`config.mk`:
```
export PLATFORM = sky130hd
export DESIGN_NAME = dp_alu
export DESIGN_NICKNAME = d
export VERILOG_FILES = /design/src/rtl/dp_alu_pkg.sv /design/src/rtl/dp_alu_decode.sv /design/src/rtl/dp_alu_imm_rot.sv /design/src/rtl/dp_alu_arith.sv /design/src/rtl/dp_alu_logic.sv /design/src/rtl/dp_alu.sv
export SDC_FILE = /design/constraint.sdc
export NUM_CORES = 1
export LEC_CHECK = 0
export BUFFER_PORTS_ARGS = -buffer_cell sky130_fd_sc_hd__buf_2
export CAP_MARGIN = 20
export CELL_PAD_IN_SITES_DETAIL_PLACEMENT = 0
export CELL_PAD_IN_SITES_GLOBAL_PLACEMENT = 1
export CORE_ASPECT_RATIO = 2
export CORE_MARGIN = 5
export CORE_UTILIZATION = 44
export DETAILED_ROUTE_END_ITERATION = 8
export PLACE_DENSITY = 0.83
export SLEW_MARGIN = 20
export SYNTH_ARGS = -nofsm -noshare
export SYNTH_HDL_FRONTEND = slang
export SYNTH_HIERARCHICAL = 1
export SYNTH_SLANG_ARGS = --single-unit
```
`constraint.sdc`:
```
create_clock -name vclk -period 9
set_clock_uncertainty 0.2 [all_clocks]
set_input_delay 1.8 -clock vclk [all_inputs]
set_output_delay 1.8 -clock vclk [all_outputs]
set_load 0.05 [all_outputs]
```
`src/rtl/dp_alu_pkg.sv`:
```
package dp_alu_pkg;
  typedef enum logic [1:0] {
    CLS_LOGIC = 2'd0,
    CLS_ADD   = 2'd1,
    CLS_SUB   = 2'd2,
    CLS_REV   = 2'd3
  } flag_cls_e;

  typedef enum logic [2:0] {
    LG_AND = 3'd0,
    LG_XOR = 3'd1,
    LG_OR  = 3'd2,
    LG_MOV = 3'd3,
    LG_BIC = 3'd4,
    LG_MVN = 3'd5
  } logic_fn_e;

  typedef struct packed {
    flag_cls_e cls;
    logic_fn_e lfn;
    logic      use_carry;
    logic      wr_en;
  } op_ctrl_t;
endpackage

```
`src/rtl/dp_alu_decode.sv`:
```
module dp_alu_decode
  import dp_alu_pkg::*;
(
  input  logic [3:0] opc,
  output op_ctrl_t   ctrl
);
  always_comb begin
    ctrl           = '0;
    ctrl.cls       = CLS_LOGIC;
    ctrl.lfn       = LG_AND;
    ctrl.use_carry = 1'b0;
    ctrl.wr_en     = (opc[3:2] != 2'b10);
    unique case (opc)
      4'h0, 4'h8: ctrl.lfn = LG_AND;
      4'h1, 4'h9: ctrl.lfn = LG_XOR;
      4'h2, 4'hA: ctrl.cls = CLS_SUB;
      4'h3:       ctrl.cls = CLS_REV;
      4'h4, 4'hB: ctrl.cls = CLS_ADD;
      4'h5: begin
        ctrl.cls       = CLS_ADD;
        ctrl.use_carry = 1'b1;
      end
      4'h6: begin
        ctrl.cls       = CLS_SUB;
        ctrl.use_carry = 1'b1;
      end
      4'h7: begin
        ctrl.cls       = CLS_REV;
        ctrl.use_carry = 1'b1;
      end
      4'hC: ctrl.lfn = LG_OR;
      4'hD: ctrl.lfn = LG_MOV;
      4'hE: ctrl.lfn = LG_BIC;
      4'hF: ctrl.lfn = LG_MVN;
      default: ctrl.lfn = LG_AND;
    endcase
  end
endmodule

```
`src/rtl/dp_alu_imm_rot.sv`:
```
module dp_alu_imm_rot #(
  parameter int DATA_W = 32,
  parameter int IMM_W  = 8,
  parameter int ROT_W  = 4
) (
  input  logic [IMM_W-1:0]  imm_val,
  input  logic [ROT_W-1:0]  imm_rot,
  output logic [DATA_W-1:0] imm_word
);
  localparam int SH_W = ROT_W + 1;

  logic [DATA_W-1:0]   base;
  logic [2*DATA_W-1:0] twice;
  logic [2*DATA_W-1:0] shifted;
  logic [SH_W-1:0]     amount;

  assign base    = {{(DATA_W-IMM_W){1'b0}}, imm_val};
  assign amount  = {imm_rot, 1'b0};
  assign twice   = {base, base};
  assign shifted = twice >> amount;
  assign imm_word = shifted[DATA_W-1:0];
endmodule

```
`src/rtl/dp_alu_arith.sv`:
```
module dp_alu_arith
  import dp_alu_pkg::*;
#(
  parameter int DATA_W = 32
) (
  input  flag_cls_e         cls,
  input  logic              use_carry,
  input  logic              c_in,
  input  logic [DATA_W-1:0] a,
  input  logic [DATA_W-1:0] b,
  output logic [DATA_W-1:0] sum,
  output logic              carry,
  output logic              ovf
);
  localparam int MSB = DATA_W - 1;

  logic [DATA_W-1:0] x_opnd;
  logic [DATA_W-1:0] y_opnd;
  logic              cin_bit;
  logic [DATA_W:0]   wide;

  always_comb begin
    x_opnd  = a;
    y_opnd  = b;
    cin_bit = use_carry ? c_in : 1'b0;
    unique case (cls)
      CLS_SUB: begin
        y_opnd  = ~b;
        cin_bit = use_carry ? c_in : 1'b1;
      end
      CLS_REV: begin
        x_opnd  = b;
        y_opnd  = ~a;
        cin_bit = use_carry ? c_in : 1'b1;
      end
      default: ;
    endcase
  end

  assign wide  = {1'b0, x_opnd} + {1'b0, y_opnd} + {{DATA_W{1'b0}}, cin_bit};
  assign sum   = wide[DATA_W-1:0];
  assign carry = wide[DATA_W];
  assign ovf   = (x_opnd[MSB] == y_opnd[MSB]) && (wide[MSB] != x_opnd[MSB]);
endmodule

```
`src/rtl/dp_alu_logic.sv`:
```
module dp_alu_logic
  import dp_alu_pkg::*;
#(
  parameter int DATA_W = 32
) (
  input  logic_fn_e         lfn,
  input  logic [DATA_W-1:0] a,
  input  logic [DATA_W-1:0] b,
  output logic [DATA_W-1:0] res
);
  always_comb begin
    unique case (lfn)
      LG_AND:  res = a & b;
      LG_XOR:  res = a ^ b;
      LG_OR:   res = a | b;
      LG_MOV:  res = b;
      LG_BIC:  res = a & ~b;
      LG_MVN:  res = ~b;
      default: res = a & b;
    endcase
  end
endmodule

```
`src/rtl/dp_alu.sv`:
```
module dp_alu
  import dp_alu_pkg::*;
#(
  parameter int DATA_W = 32,
  parameter int IMM_W  = 8,
  parameter int ROT_W  = 4
) (
  input  logic [3:0]        opc,
  input  logic [DATA_W-1:0] op_a,
  input  logic [DATA_W-1:0] op_b,
  input  logic              use_imm,
  input  logic [IMM_W-1:0]  imm_val,
  input  logic [ROT_W-1:0]  imm_rot,
  input  logic              c_in,
  input  logic              v_in,
  output logic [DATA_W-1:0] result,
  output logic              wr_en,
  output logic              n_out,
  output logic              z_out,
  output logic              c_out,
  output logic              v_out
);
  op_ctrl_t          ctrl;
  logic [DATA_W-1:0] imm_word;
  logic [DATA_W-1:0] opnd2;
  logic [DATA_W-1:0] arith_res;
  logic [DATA_W-1:0] logic_res;
  logic              arith_c;
  logic              arith_v;

  dp_alu_decode u_decode (
    .opc  (opc),
    .ctrl (ctrl)
  );

  dp_alu_imm_rot #(
    .DATA_W (DATA_W),
    .IMM_W  (IMM_W),
    .ROT_W  (ROT_W)
  ) u_imm (
    .imm_val  (imm_val),
    .imm_rot  (imm_rot),
    .imm_word (imm_word)
  );

  assign opnd2 = use_imm ? imm_word : op_b;

  dp_alu_arith #(.DATA_W(DATA_W)) u_arith (
    .cls       (ctrl.cls),
    .use_carry (ctrl.use_carry),
    .c_in      (c_in),
    .a         (op_a),
    .b         (opnd2),
    .sum       (arith_res),
    .carry     (arith_c),
    .ovf       (arith_v)
  );

  dp_alu_logic #(.DATA_W(DATA_W)) u_logic (
    .lfn (ctrl.lfn),
    .a   (op_a),
    .b   (opnd2),
    .res (logic_res)
  );

  always_comb begin
    if (ctrl.cls == CLS_LOGIC) begin
      result = logic_res;
      c_out  = c_in;
      v_out  = v_in;
    end else begin
      result = arith_res;
      c_out  = arith_c;
      v_out  = arith_v;
    end
    n_out = result[DATA_W-1];
    z_out = (result == '0);
    wr_en = ctrl.wr_en;
  end
endmodule

```
==> results_dict.tcl <==
set metrics [dict create \
    timing.max_slew.rel_slack 0.274 \
    groute.usage.overall 0.241 \
    final_layout_size_suffix_gt1_frac 0.298 \
    final_critical_path_setup_slack_ns 0.129 \
    tightestPinTransition_ns 1.09 \
    synthesis.instances 1023 \
    arrival_ns 6.87 \
    dpl.hpwl_um 21100 \
    wl_per_cell_um 19.9 \
    setup.worst_path.end_class "primary output" \
    power-per-cell-area_nw_per_um2 122 \
    outcome "completed" \
    syn_area_per_cell_um2 7.44 \
    worstPathCellList "buf_2, mux2_2, a21oi_1, o22ai_1, mux2_2, mux2i_1, mux2_2, ha_1, a21oi_1, o21ai_0, nand3_1, and2_1, o21ai_0, a311oi_1, nor4_1, nand4_1, o31ai_1, buf_2" \
    area.growth.synth_to_final_pct 7.40 \
    diodes 0 \
    power.static_leakage_nw 3.51 \
    final-setup-viol-count 0 \
    timing_worst_setup_path_type "in2out" \
    vdd.ir_drop.worst_mv 0.108 \
    totalWireLength_um 25800 \
    detail_route.first_pass.iterations 5 \
    synth_area_leaders "mux2_2 (20%), ha_1 (10%), mux2i_1 (6.6%), a21oi_1 (6.3%), nor2_1 (4.2%)" \
    totalNegativeSetupSlack_ns 0 \
    overflow 0 \
    coreArea_um2 17200 \
    max_freq_mhz 113 \
    cpMaxStageDelayCell "o22ai_1" \
    fin_crit_sh 0.986 \
    grt_first_pass_wirelength_um 39500 \
    timing.hold.worst.start "opc[3]" \
    grt_max_degree 93 \
    post_cts_hold_buffer_count 0 \
    crit_required_ns 7.00 \
    yosys_warnings 6 \
    nets 1237 \
    p_total_uw 994 \
    post-cts-setup-buffers 0 \
    startpoint "imm_rot[1]" \
    clock_buffer_instance_count_of_the_final_layout 0 \
    hold_path_class "in2out" \
    nFlopsAndLatches 0 \
    critical-path-top-cell-by-count "mux2_2" \
    start_util 0.443 \
    grt_antenna_before_repair 1 \
    cell_rows 68 \
    vias 8034 \
    crit_path_max_incr_delay_ns 0.46 \
    chipWidth_um 103 \
    place.gp.congestion 0.993 \
    route.antenna.remaining_nets 0 \
    ys_seq_area_frac 0 \
    grt_pass1_vias 7669 \
    fp.dieH_um 196 \
    critical_path_buf_inv_count 2 \
    register_area_um2 0 \
    drt-vias-per-instance 6.19 \
    fp.dieArea_um2 20200 \
    period_minus_slack_ns 8.87 \
    path_delay_family "compound AO/OA/AOI/OAI gates" \
    crit_path_start_kind "input port" \
    postSynthNetCount 1171 \
    syn_area_um2 7610 \
    final_report_hold_violation_count 0 \
    grt_setup_unrepaired "false" \
    first_iter_violations 472 \
    post-synth-top-area-cell "mux2_2" \
    port_bufs 120 \
    synth.lib_cells_used.distinct 74 \
    route.detailed.drc 0 \
    path_max_fanout 24 \
    drv.max_cap_violation_count 0 \
    floorplan.io_pins 120 \
    final_number_of_max_transition_violations 0 \
    postCtsResizedCells 0 \
    synth.top_cell.area_share 0.201 \
    pre_cts_slack_ns 0.322 \
]
[final timing paths]
check	to	slack, ns	cells past startpoint
setup / recovery	z_out	0.13	18
hold / removal	wr_en	3.82	3
[per-layer routing]
metal,up-vias,part of all wire,GRT usage,routed length [um]
met2,248,0.53,0.455,13500
li1,3926,-,-,-
met4,2,0.059,0.115,1520
met3,70,0.039,0.0117,1010
met5,-,0.00050,0,13
met1,3788,0.38,0.264,9680
[cell usage in the layout, fill, tap and decap left out, types with 4 or more instances in the layout]
cell,n
ha_1,63
inv_1,70
and2_1,6
a211oi_1,27
mux2i_1,50
nand2b_1,10
o21ai_0,14
a211oi_2,25
a21oi_1,95
o22ai_1,6
o211ai_1,20
nor2_1,84
nor4bb_1,4
buf_4,15
nand3b_1,27
xnor2_1,26
nor3_1,7
mux2_1,6
nor4_1,17
nand4_1,12
buf_2,120
mux2_2,136
nand2_1,61
nand3_1,17
a31oi_1,28
a21o_1,16
xor2_1,9
and3_1,4
nor2b_1,36
a211o_1,9
[final cells by class]
| cell class | count | area [um^2] |
|---|---|---|
| tap | 210 | 263 |
| inverter | 70 | 263 |
| fill | 1822 | 9010 |
| multi-input combinational | 881 | 6910 |
| timing repair buffer | 136 | 733 |
[power breakdown]
group | switching (mW) | internal [mW]
Combinational | 0.646 | 0.348
Clock | 0 | 0
Sequential | 0 | 0
Total | 0.646 | 0.348
[logic make-up (layout without fill, tap and decap cells)]
family	count (synthesis)	count (layout)	share of synthesized area
buffers and inverters	142	206	0.0959
adders and majority gates	65	65	0.109
xor gates and xnor gates	35	35	0.0403
and+or+nand+nor	307	307	0.212
AOI/OAI and AO/OA	280	280	0.261
muxes	194	194	0.282
[per-stage QoR]
stage	hold WS, ns	cells	util	area [um^2]
2_1_floorplan	3.68	1023	-	7610
5_1_grt	3.86	1297	0.475	8170
4_1_cts	3.82	1297	0.475	8170
3_3_place_gp	3.82	1297	0.475	8170
3_5_place_dp	3.82	1297	0.475	8170
6_report	3.82	1297	0.475	8170
[Yosys cell counts (all sizes together) (3+ instances only)]
library cell,number
nor3,8
mux2i,52
nor4,18
a21oi,98
xnor2,26
or3,3
nand2b,10
nand2,62
o21ai,17
a31o,3
o211ai,20
inv,70
o21a,3
a31oi,29
nor2b,36
nand3,17
a21o,16
ha,63
nand3b,27
xor2,9
and2,7
clkbuf,17
buf,55
nor2,86
nand4,12
o22ai,6
a211oi,52
a211o,11
nor4bb,4
and3,7
mux2,142
No activity file was read; power rests on OpenSTA's default activity.
